`src/rtl/strap_clk_pkg.sv`:
```
package strap_clk_pkg;

    localparam int STRAP_W = 5;
    localparam int FS_W    = 4;
    localparam int REG_W   = 8;
    localparam int ADDR_W  = 3;
    localparam int N_SDRAM = 13;
    localparam int N_PCI   = 5;
    localparam int N_AGP   = 2;
    localparam int N_LANE  = 28;

    // lane positions in the gate bank
    localparam int L_CPU_T0  = 0;
    localparam int L_CPU_C0  = 1;
    localparam int L_CPU_T1  = 2;
    localparam int L_PCI_F   = 3;
    localparam int L_PCI0    = 4;
    localparam int L_SDRAM0  = L_PCI0 + N_PCI;
    localparam int L_CLK48   = L_SDRAM0 + N_SDRAM;
    localparam int L_CLK2448 = L_CLK48 + 1;
    localparam int L_REF0    = L_CLK2448 + 1;
    localparam int L_REF1    = L_REF0 + 1;
    localparam int L_AGP0    = L_REF1 + 1;

    // register addresses
    localparam logic [ADDR_W-1:0] A_CPU  = 3'd1;
    localparam logic [ADDR_W-1:0] A_PCI  = 3'd2;
    localparam logic [ADDR_W-1:0] A_SDLO = 3'd3;
    localparam logic [ADDR_W-1:0] A_SDHI = 3'd4;
    localparam logic [ADDR_W-1:0] A_MISC = 3'd5;

    typedef enum logic [1:0] {
        ST_SAMPLE = 2'd0,
        ST_LOCK   = 2'd1,
        ST_DRIVE  = 2'd2
    } boot_state_t;

endpackage

```
`src/rtl/strap_boot_fsm.sv`:
```
module strap_boot_fsm
    import strap_clk_pkg::*;
(
    input  logic               clk,
    input  logic               rst_n,
    input  logic [STRAP_W-1:0] pad_in,
    output logic [STRAP_W-1:0] strap_q,
    output logic               drive_en
);

    boot_state_t state_q;
    boot_state_t state_d;

    // strap capture: open while reset is held, frozen after
    always_ff @(posedge clk) begin
        if (!rst_n) begin
            strap_q <= pad_in;
        end
    end

    always_ff @(posedge clk or negedge rst_n) begin
        if (!rst_n) begin
            state_q <= ST_SAMPLE;
        end else begin
            state_q <= state_d;
        end
    end

    always_comb begin
        state_d = state_q;
        unique case (state_q)
            ST_SAMPLE: state_d = ST_LOCK;
            ST_LOCK:   state_d = ST_DRIVE;
            ST_DRIVE:  state_d = ST_DRIVE;
            default:   state_d = ST_SAMPLE;
        endcase
    end

    always_comb begin
        drive_en = 1'b0;
        unique case (state_q)
            ST_SAMPLE: drive_en = 1'b0;
            ST_LOCK:   drive_en = 1'b0;
            ST_DRIVE:  drive_en = 1'b1;
            default:   drive_en = 1'b0;
        endcase
    end

    AST_STRAP_FROZEN: assert property (@(posedge clk) disable iff (!rst_n)
        (state_q != ST_SAMPLE) |-> $stable(strap_q));

    AST_NO_DRIVE_IN_RESET: assert property (@(posedge clk)
        !rst_n |-> !drive_en);

    AST_DRIVE_AFTER_RELEASE: assert property (@(posedge clk) disable iff (!rst_n)
        $rose(drive_en) |-> $past(rst_n));

endmodule

```
`src/rtl/clk_ctrl_regs.sv`:
```
module clk_ctrl_regs
    import strap_clk_pkg::*;
(
    input  logic              clk,
    input  logic              rst_n,
    input  logic              wr,
    input  logic [ADDR_W-1:0] addr,
    input  logic [REG_W-1:0]  wdata,
    input  logic [FS_W-1:0]   fs_in,
    output logic [REG_W-1:0]  rdata,
    output logic [N_LANE-1:0] lane_en,
    output logic              sel_half
);

    logic [REG_W-1:0] cpu_q;
    logic [REG_W-1:0] pci_q;
    logic [REG_W-1:0] sdlo_q;
    logic [REG_W-1:0] sdhi_q;
    logic [FS_W-1:0]  misc_q;

    always_ff @(posedge clk or negedge rst_n) begin
        if (!rst_n) begin
            cpu_q  <= '1;
            pci_q  <= '1;
            sdlo_q <= '1;
            sdhi_q <= '1;
            misc_q <= '1;
        end else if (wr) begin
            case (addr)
                A_CPU:   cpu_q  <= wdata;
                A_PCI:   pci_q  <= wdata;
                A_SDLO:  sdlo_q <= wdata;
                A_SDHI:  sdhi_q <= wdata;
                A_MISC:  misc_q <= wdata[FS_W-1:0];
                default: ;
            endcase
        end
    end

    always_comb begin
        case (addr)
            A_CPU:   rdata = cpu_q;
            A_PCI:   rdata = pci_q;
            A_SDLO:  rdata = sdlo_q;
            A_SDHI:  rdata = sdhi_q;
            A_MISC:  rdata = {~fs_in, misc_q};
            default: rdata = '0;
        endcase
    end

    always_comb begin
        lane_en                      = '0;
        lane_en[L_CPU_T0]            = cpu_q[3];
        lane_en[L_CPU_C0]            = cpu_q[2];
        lane_en[L_CPU_T1]            = cpu_q[1];
        lane_en[L_PCI_F]             = pci_q[0];
        lane_en[L_PCI0 +: N_PCI]     = pci_q[N_PCI:1];
        lane_en[L_SDRAM0 +: REG_W]   = sdlo_q;
        lane_en[L_SDRAM0+REG_W +: N_SDRAM-REG_W] = sdhi_q[N_SDRAM-REG_W-1:0];
        lane_en[L_CLK48]             = sdhi_q[5];
        lane_en[L_CLK2448]           = sdhi_q[6];
        lane_en[L_REF0]              = misc_q[2];
        lane_en[L_REF1]              = misc_q[3];
        lane_en[L_AGP0 +: N_AGP]     = misc_q[N_AGP-1:0];
        sel_half                     = cpu_q[7];
    end

endmodule

```
`src/rtl/half_rate_mux.sv`:
```
module half_rate_mux (
    input  logic clk,
    input  logic rst_n,
    input  logic base_src,
    input  logic sel_half,
    output logic mux_src
);

    logic prev_q;
    logic half_q;
    logic sel_q;

    always_ff @(posedge clk or negedge rst_n) begin
        if (!rst_n) begin
            prev_q <= 1'b0;
            half_q <= 1'b0;
            sel_q  <= 1'b1;
        end else begin
            prev_q <= base_src;
            if (base_src && !prev_q) begin
                half_q <= ~half_q;
            end
            // swap only when both candidates are low
            if (!base_src && !half_q) begin
                sel_q <= sel_half;
            end
        end
    end

    assign mux_src = sel_q ? half_q : base_src;

    AST_MUX_RISE_CLEAN: assert property (@(posedge clk) disable iff (!rst_n)
        $rose(mux_src) |-> ($rose(base_src) || $rose(half_q)));

    AST_MUX_FALL_CLEAN: assert property (@(posedge clk) disable iff (!rst_n)
        $fell(mux_src) |-> ($fell(base_src) || $fell(half_q)));

endmodule

```
`src/rtl/clk_gate_bank.sv`:
```
module clk_gate_bank #(
    parameter int LANES = 4
) (
    input  logic             clk,
    input  logic             rst_n,
    input  logic [LANES-1:0] src,
    input  logic [LANES-1:0] en,
    output logic [LANES-1:0] gated
);

    logic [LANES-1:0] gate_q;

    for (genvar i = 0; i < LANES; i++) begin : g_lane
        always_ff @(posedge clk or negedge rst_n) begin
            if (!rst_n) begin
                gate_q[i] <= 1'b1;
            end else if (!src[i]) begin
                gate_q[i] <= en[i];
            end
        end

        assign gated[i] = src[i] & gate_q[i];

        AST_NO_RUNT_RISE: assert property (@(posedge clk) disable iff (!rst_n)
            $rose(gated[i]) |-> $rose(src[i]));

        AST_NO_RUNT_FALL: assert property (@(posedge clk) disable iff (!rst_n)
            $fell(gated[i]) |-> $fell(src[i]));
    end

endmodule

```
`src/rtl/strap_clk_gate_top.sv`:
```
module strap_clk_gate_top
    import strap_clk_pkg::*;
(
    input  logic               clk,
    input  logic               rst_n,
    input  logic               cpu_src,
    input  logic               sdram_src,
    input  logic               pci_src,
    input  logic               agp_src,
    input  logic               ref_src,
    input  logic               usb_src,
    input  logic               reg_wr,
    input  logic [ADDR_W-1:0]  reg_addr,
    input  logic [REG_W-1:0]   reg_wdata,
    output logic [REG_W-1:0]   reg_rdata,
    input  logic [STRAP_W-1:0] strap_pad_in,
    output logic [STRAP_W-1:0] strap_pad_out,
    output logic               strap_pad_oe,
    output logic [1:0]         cpu_clk_t,
    output logic               cpu_clk_c,
    output logic [N_SDRAM-1:0] sdram_clk,
    output logic [N_PCI-2:0]   pci_clk,
    output logic [N_AGP-1:0]   agp_clk,
    output logic               clk_24_48,
    output logic [FS_W-1:0]    fs_code,
    output logic               agp_sel
);

    logic [STRAP_W-1:0] strap_q;
    logic               drive_en;
    logic [N_LANE-1:0]  lane_en;
    logic [N_LANE-1:0]  lane_src;
    logic [N_LANE-1:0]  lane_out;
    logic               sel_half;
    logic               mux_src;

    strap_boot_fsm u_boot (
        .clk      (clk),
        .rst_n    (rst_n),
        .pad_in   (strap_pad_in),
        .strap_q  (strap_q),
        .drive_en (drive_en)
    );

    clk_ctrl_regs u_regs (
        .clk      (clk),
        .rst_n    (rst_n),
        .wr       (reg_wr),
        .addr     (reg_addr),
        .wdata    (reg_wdata),
        .fs_in    (strap_q[FS_W-1:0]),
        .rdata    (reg_rdata),
        .lane_en  (lane_en),
        .sel_half (sel_half)
    );

    half_rate_mux u_rate (
        .clk      (clk),
        .rst_n    (rst_n),
        .base_src (usb_src),
        .sel_half (sel_half),
        .mux_src  (mux_src)
    );

    always_comb begin
        lane_src                    = '0;
        lane_src[L_CPU_T0]          = cpu_src;
        lane_src[L_CPU_C0]          = ~cpu_src;
        lane_src[L_CPU_T1]          = cpu_src;
        lane_src[L_PCI_F]           = pci_src;
        lane_src[L_PCI0 +: N_PCI]   = {N_PCI{pci_src}};
        lane_src[L_SDRAM0 +: N_SDRAM] = {N_SDRAM{sdram_src}};
        lane_src[L_CLK48]           = usb_src;
        lane_src[L_CLK2448]         = mux_src;
        lane_src[L_REF0]            = ref_src;
        lane_src[L_REF1]            = ref_src;
        lane_src[L_AGP0 +: N_AGP]   = {N_AGP{agp_src}};
    end

    clk_gate_bank #(.LANES(N_LANE)) u_gates (
        .clk   (clk),
        .rst_n (rst_n),
        .src   (lane_src),
        .en    (lane_en),
        .gated (lane_out)
    );

    assign cpu_clk_t     = {lane_out[L_CPU_T1], lane_out[L_CPU_T0]};
    assign cpu_clk_c     = lane_out[L_CPU_C0];
    assign sdram_clk     = lane_out[L_SDRAM0 +: N_SDRAM];
    assign pci_clk       = lane_out[L_PCI0+1 +: N_PCI-1];
    assign agp_clk       = lane_out[L_AGP0 +: N_AGP];
    assign clk_24_48     = lane_out[L_CLK2448];
    assign strap_pad_oe  = drive_en;
    assign strap_pad_out = drive_en ? {lane_out[L_REF1], lane_out[L_REF0], lane_out[L_PCI0],
                                       lane_out[L_PCI_F], lane_out[L_CLK48]} : '0;
    assign fs_code       = strap_q[FS_W-1:0];
    assign agp_sel       = strap_q[STRAP_W-1];

    AST_RDBK_INVERTED: assert property (@(posedge clk) disable iff (!rst_n)
        (reg_addr == A_MISC) |-> (reg_rdata[REG_W-1:REG_W-FS_W] == ~fs_code));

endmodule

```
`config.mk`:
```
export PLATFORM = sky130hd
export DESIGN_NAME = strap_clk_gate_top
export DESIGN_NICKNAME = d
export VERILOG_FILES = /design/src/rtl/strap_clk_pkg.sv /design/src/rtl/strap_boot_fsm.sv /design/src/rtl/clk_ctrl_regs.sv /design/src/rtl/half_rate_mux.sv /design/src/rtl/clk_gate_bank.sv /design/src/rtl/strap_clk_gate_top.sv
export SDC_FILE = /design/constraint.sdc
export NUM_CORES = 1
export LEC_CHECK = 0
export ABC_AREA = 1
export CORE_MARGIN = 2
export CORE_UTILIZATION = 50
export CTS_CLUSTER_SIZE = 20
export DETAILED_ROUTE_END_ITERATION = 7
export HOLD_SLACK_MARGIN = 0.12
export PLACE_DENSITY_LB_ADDON = 0.08
export SLEW_MARGIN = 20
export SYNTH_ARGS = -nofsm -noshare
export SYNTH_HDL_FRONTEND = slang
export SYNTH_HIERARCHICAL = 1
export SYNTH_SLANG_ARGS = --single-unit
```
`constraint.sdc`:
```
create_clock -name clk -period 1.2 [get_ports clk]
set_input_delay 0.18 -clock clk [delete_from_list [all_inputs] [get_ports clk]]
set_output_delay 0.18 -clock clk [all_outputs]
set_load 0.05 [all_outputs]
```
==> results_dict.tcl <==
set metrics [dict create \
    combPwrFrac_pct 37.2 \
    post-synth-top-count-cell "sky130_fd_sc_hd__nand2_1" \
    setup.reg_to_reg.worst_slack_ps -20 \
    tritoncts "done" \
    final_cell_count_no_fill 724 \
    post-route-min-period_ps 1590 \
    synth.top_cells.by_count "sky130_fd_sc_hd__nand2_1, sky130_fd_sc_hd__inv_1, sky130_fd_sc_hd__dfstp_2" \
    dp_cells 654 \
    pin_count_of_the_biggest_net_entering_global_routing 70 \
    die_h_um 89.4 \
    drive_above_1_share_pct 56.5 \
    finish.net_count 647 \
    cp_endpoint_kind "primary output" \
    global_route_wire_length_before_repair_um 16100 \
    final_weighted_congestion_in_routability_driven_placement 0.927 \
    number_of_enable_type_register_cells_in_the_synthesized_netlist 5 \
    cts.htree.levels 3 \
    final.fill_count 438 \
    cp_data_arrival_time_ps 1410 \
    final-hold-violation-count 0 \
    layout_setup_ws_ps -395 \
    cts.path.max_buffers 2 \
    post_synth_main_area_contributors "sky130_fd_sc_hd__dfstp_2, sky130_fd_sc_hd__nand2_1, sky130_fd_sc_hd__inv_1, sky130_fd_sc_hd__o21ai_0, sky130_fd_sc_hd__edfxtp_1" \
    floorplan.die_area_mm2 0.00799 \
    grt-ovfl-total 0 \
    cellPowerDensity_mw_per_mm2 1390 \
    clock_sinks 74 \
    detail_route.first_pass.iterations 5 \
    number_of_remaining_drc_errors 0 \
    worst_slew_margin_rel_pct 75.0 \
    postSynth.asyncResetShare_pct 93.2 \
    synthesis.instances 454 \
    fin_area_mm2 0.00604 \
    yosys_register_bits 74 \
    portBuffers 66 \
    worstHoldPathType "primary input to flop" \
    clock-root-buffer "sky130_fd_sc_hd__clkbuf_8" \
    core_area_mm2 0.00714 \
    row_count 31 \
    power_report.internal_total_w 0.00560 \
    skew_ps 13.6 \
    grt_util_all_layers_pct 27.0 \
    layout.core_utilization_pct 84.6 \
    i_o_pin_count 67 \
    syn_nets 481 \
    synthFlopType "sky130_fd_sc_hd__dfstp_2" \
    power.share.clock_pct 20.5 \
    final_min_period_over_clock_period_pct 133 \
    max-cap-violations 0 \
    antennaDiodeCount 0 \
    antenna_left 0 \
    via_count_of_the_first_global_routing_pass 3391 \
    critical_path_peak_fanout 3 \
    routed_via_count_divided_by_cell_count 4.88 \
    rsz0062_at_grt "true" \
    run_status "finished with violations" \
    crit_path_start_kind "flop" \
    synth_top_area_share_pct 46.9 \
    cts.reportedPaths.clkPinSlew_ps 80 \
    p_leak_nw 3.06 \
    power.share.sequential_pct 42.3 \
    yosys.area.top_type "sky130_fd_sc_hd__dfstp_2" \
    drt_first_iter_violations 237 \
    syn_to_final_growth_pct 65.7 \
    timing_worst_setup_path_type "flop to primary output" \
    worst_ir_drop_vdd_mv 0.866 \
    p_sw_w 0.00282 \
    yosysWarnings 6 \
    placed_cell_area_mm2 0.00519 \
    worst_ep_required_ps 1020 \
    finalSetupViolations 38 \
    timing.setup.tns_ps -7100 \
    grt_antenna_before_repair 0 \
    sw_frac_of_total_pct 33.5 \
    floorplan.initialDensity_pct 51.1 \
    violations "setup timing" \
    netlist-cell-type-count 20 \
    slew_violations 0 \
    post_synth_instance_area_mm2 0.00364 \
    clock_network_latency_to_the_later_pin_of_the_worst_skew_pair_ps 350 \
    synth-seq-area-share_pct 53.7 \
    synth_area_per_cell_um2 8.03 \
    die_width_um 89.4 \
    cts_made_buffers 9 \
    worst_pin_slew_ps 375 \
    fin_hold_ws_ps 290 \
    maxClockFrequency_mhz 627 \
    postRouteWirelength_um 10400 \
    average_detailed_routed_wire_length_per_instance_um 14.4 \
    via_count 3535 \
    detailedPlacementHpwl_um 6480 \
]
final timing paths:
kind / from / to / depth (start not counted)
min reg2reg: u_regs/sdlo_q[1] / u_gates/gate_q[10] / 2
max: u_rate/sel_q / clk_24_48 / 5
min: cpu_src / u_gates/gate_q[2] / 5
min in group asynchronous: rst_n / u_boot/state_q[0] / 3
max in group asynchronous: rst_n / u_regs/pci_q[2] / 3
max reg2reg: u_rate/sel_q / u_gates/gate_q[23] / 6
worst max-delay path: stages, from the launching register on:
cell and delay (ps):
sky130_fd_sc_hd__dfstp_2 560, sky130_fd_sc_hd__nor2_2 40, sky130_fd_sc_hd__a21oi_2 150, sky130_fd_sc_hd__nand2_2 100
sky130_fd_sc_hd__clkinvlp_4 90, sky130_fd_sc_hd__buf_12 130
area by class of cell:
class,instances,area [um2],area share [%]
clock inverter,5,30.0,0.497
tap,99,124,2.05
multi-input combinational,256,1350,22.3
timing repair buffer,179,2030,33.6
sequential,74,1960,32.4
inverter,99,399,6.61
clock buffer,11,141,2.34
timing repair inverter,1,7.51,0.124
sequential cells by signal, summed over array words and instances, names as in the netlist:
register	cells
u_boot/state_q	2
u_boot/strap_q	5
u_gates/gate_q	28
u_rate/half_q	1
u_rate/prev_q	1
u_rate/sel_q	1
u_regs/cpu_q	8
u_regs/misc_q	4
u_regs/pci_q	8
u_regs/sdhi_q	8
u_regs/sdlo_q	8
layout by cell type (no fill, tap or decap), types with 5 or more instances in the layout:
cell type,n
sky130_fd_sc_hd__nand2_4,6
sky130_fd_sc_hd__nor2_1,14
sky130_fd_sc_hd__clkbuf_8,10
sky130_fd_sc_hd__buf_6,16
sky130_fd_sc_hd__clkinvlp_4,7
sky130_fd_sc_hd__nand3_2,11
sky130_fd_sc_hd__buf_4,93
sky130_fd_sc_hd__dfstp_2,65
sky130_fd_sc_hd__inv_2,38
sky130_fd_sc_hd__edfxtp_1,5
sky130_fd_sc_hd__nor2_2,10
sky130_fd_sc_hd__buf_12,44
sky130_fd_sc_hd__nand2_1,116
sky130_fd_sc_hd__inv_1,53
sky130_fd_sc_hd__nand2_2,35
sky130_fd_sc_hd__o21ai_1,6
sky130_fd_sc_hd__clkdlybuf4s50_1,17
sky130_fd_sc_hd__nand4_1,12
sky130_fd_sc_hd__o21ai_0,32
logic make-up (layout without fill, tap and decap cells):
family / after synthesis / in the layout / synth area share, %
compound gates: 42 / 42 / 5.87
fa+ha+maj: 2 / 2 / 0.686
buf+inv: 124 / 295 / 15.6
flops: 74 / 74 / 53.7
simple gates: 212 / 212 / 24.1
metrics by stage:
step | power, W | setup WS, ps
2_1_floorplan | 0.00482 | -14.2
3_3_place_gp | 0.00604 | -538
3_5_place_dp | 0.00611 | -579
4_1_cts | 0.00829 | -378
5_1_grt | 0.00881 | -442
6_report | 0.00841 | -395
power by group through the flow:
stage	Clock [W]	Sequential [W]	Combinational, W
floorplan	0	0.00351	0.00132
global placement	0	0.00353	0.00251
detailed placement	0	0.00354	0.00258
CTS	0.00176	0.00353	0.00301
global route	0.00188	0.00360	0.00333
finish	0.00173	0.00356	0.00313
layer usage:
layer | share of wire (%) | vias up | GRT usage, % | routed length (um)
met3 | 5.5 | 19 | 4.16 | 574
met1 | 41 | 1685 | 33.8 | 4240
li1 | - | 1674 | - | -
met5 | 0 | - | 0 | 0
met4 | 1.9 | 0 | 9.36 | 195
met2 | 52 | 157 | 47.5 | 5430
timing repair:
item	CTS	global route
buffers inserted	44	10
hold buffers	1	0
pin swaps	32	22
gates resized for setup	107	28
endpoints found under the setup margin	67	46
gates cloned	2	0
hold endpoints to repair	4	0
Power figures use the tool's default switching activity.
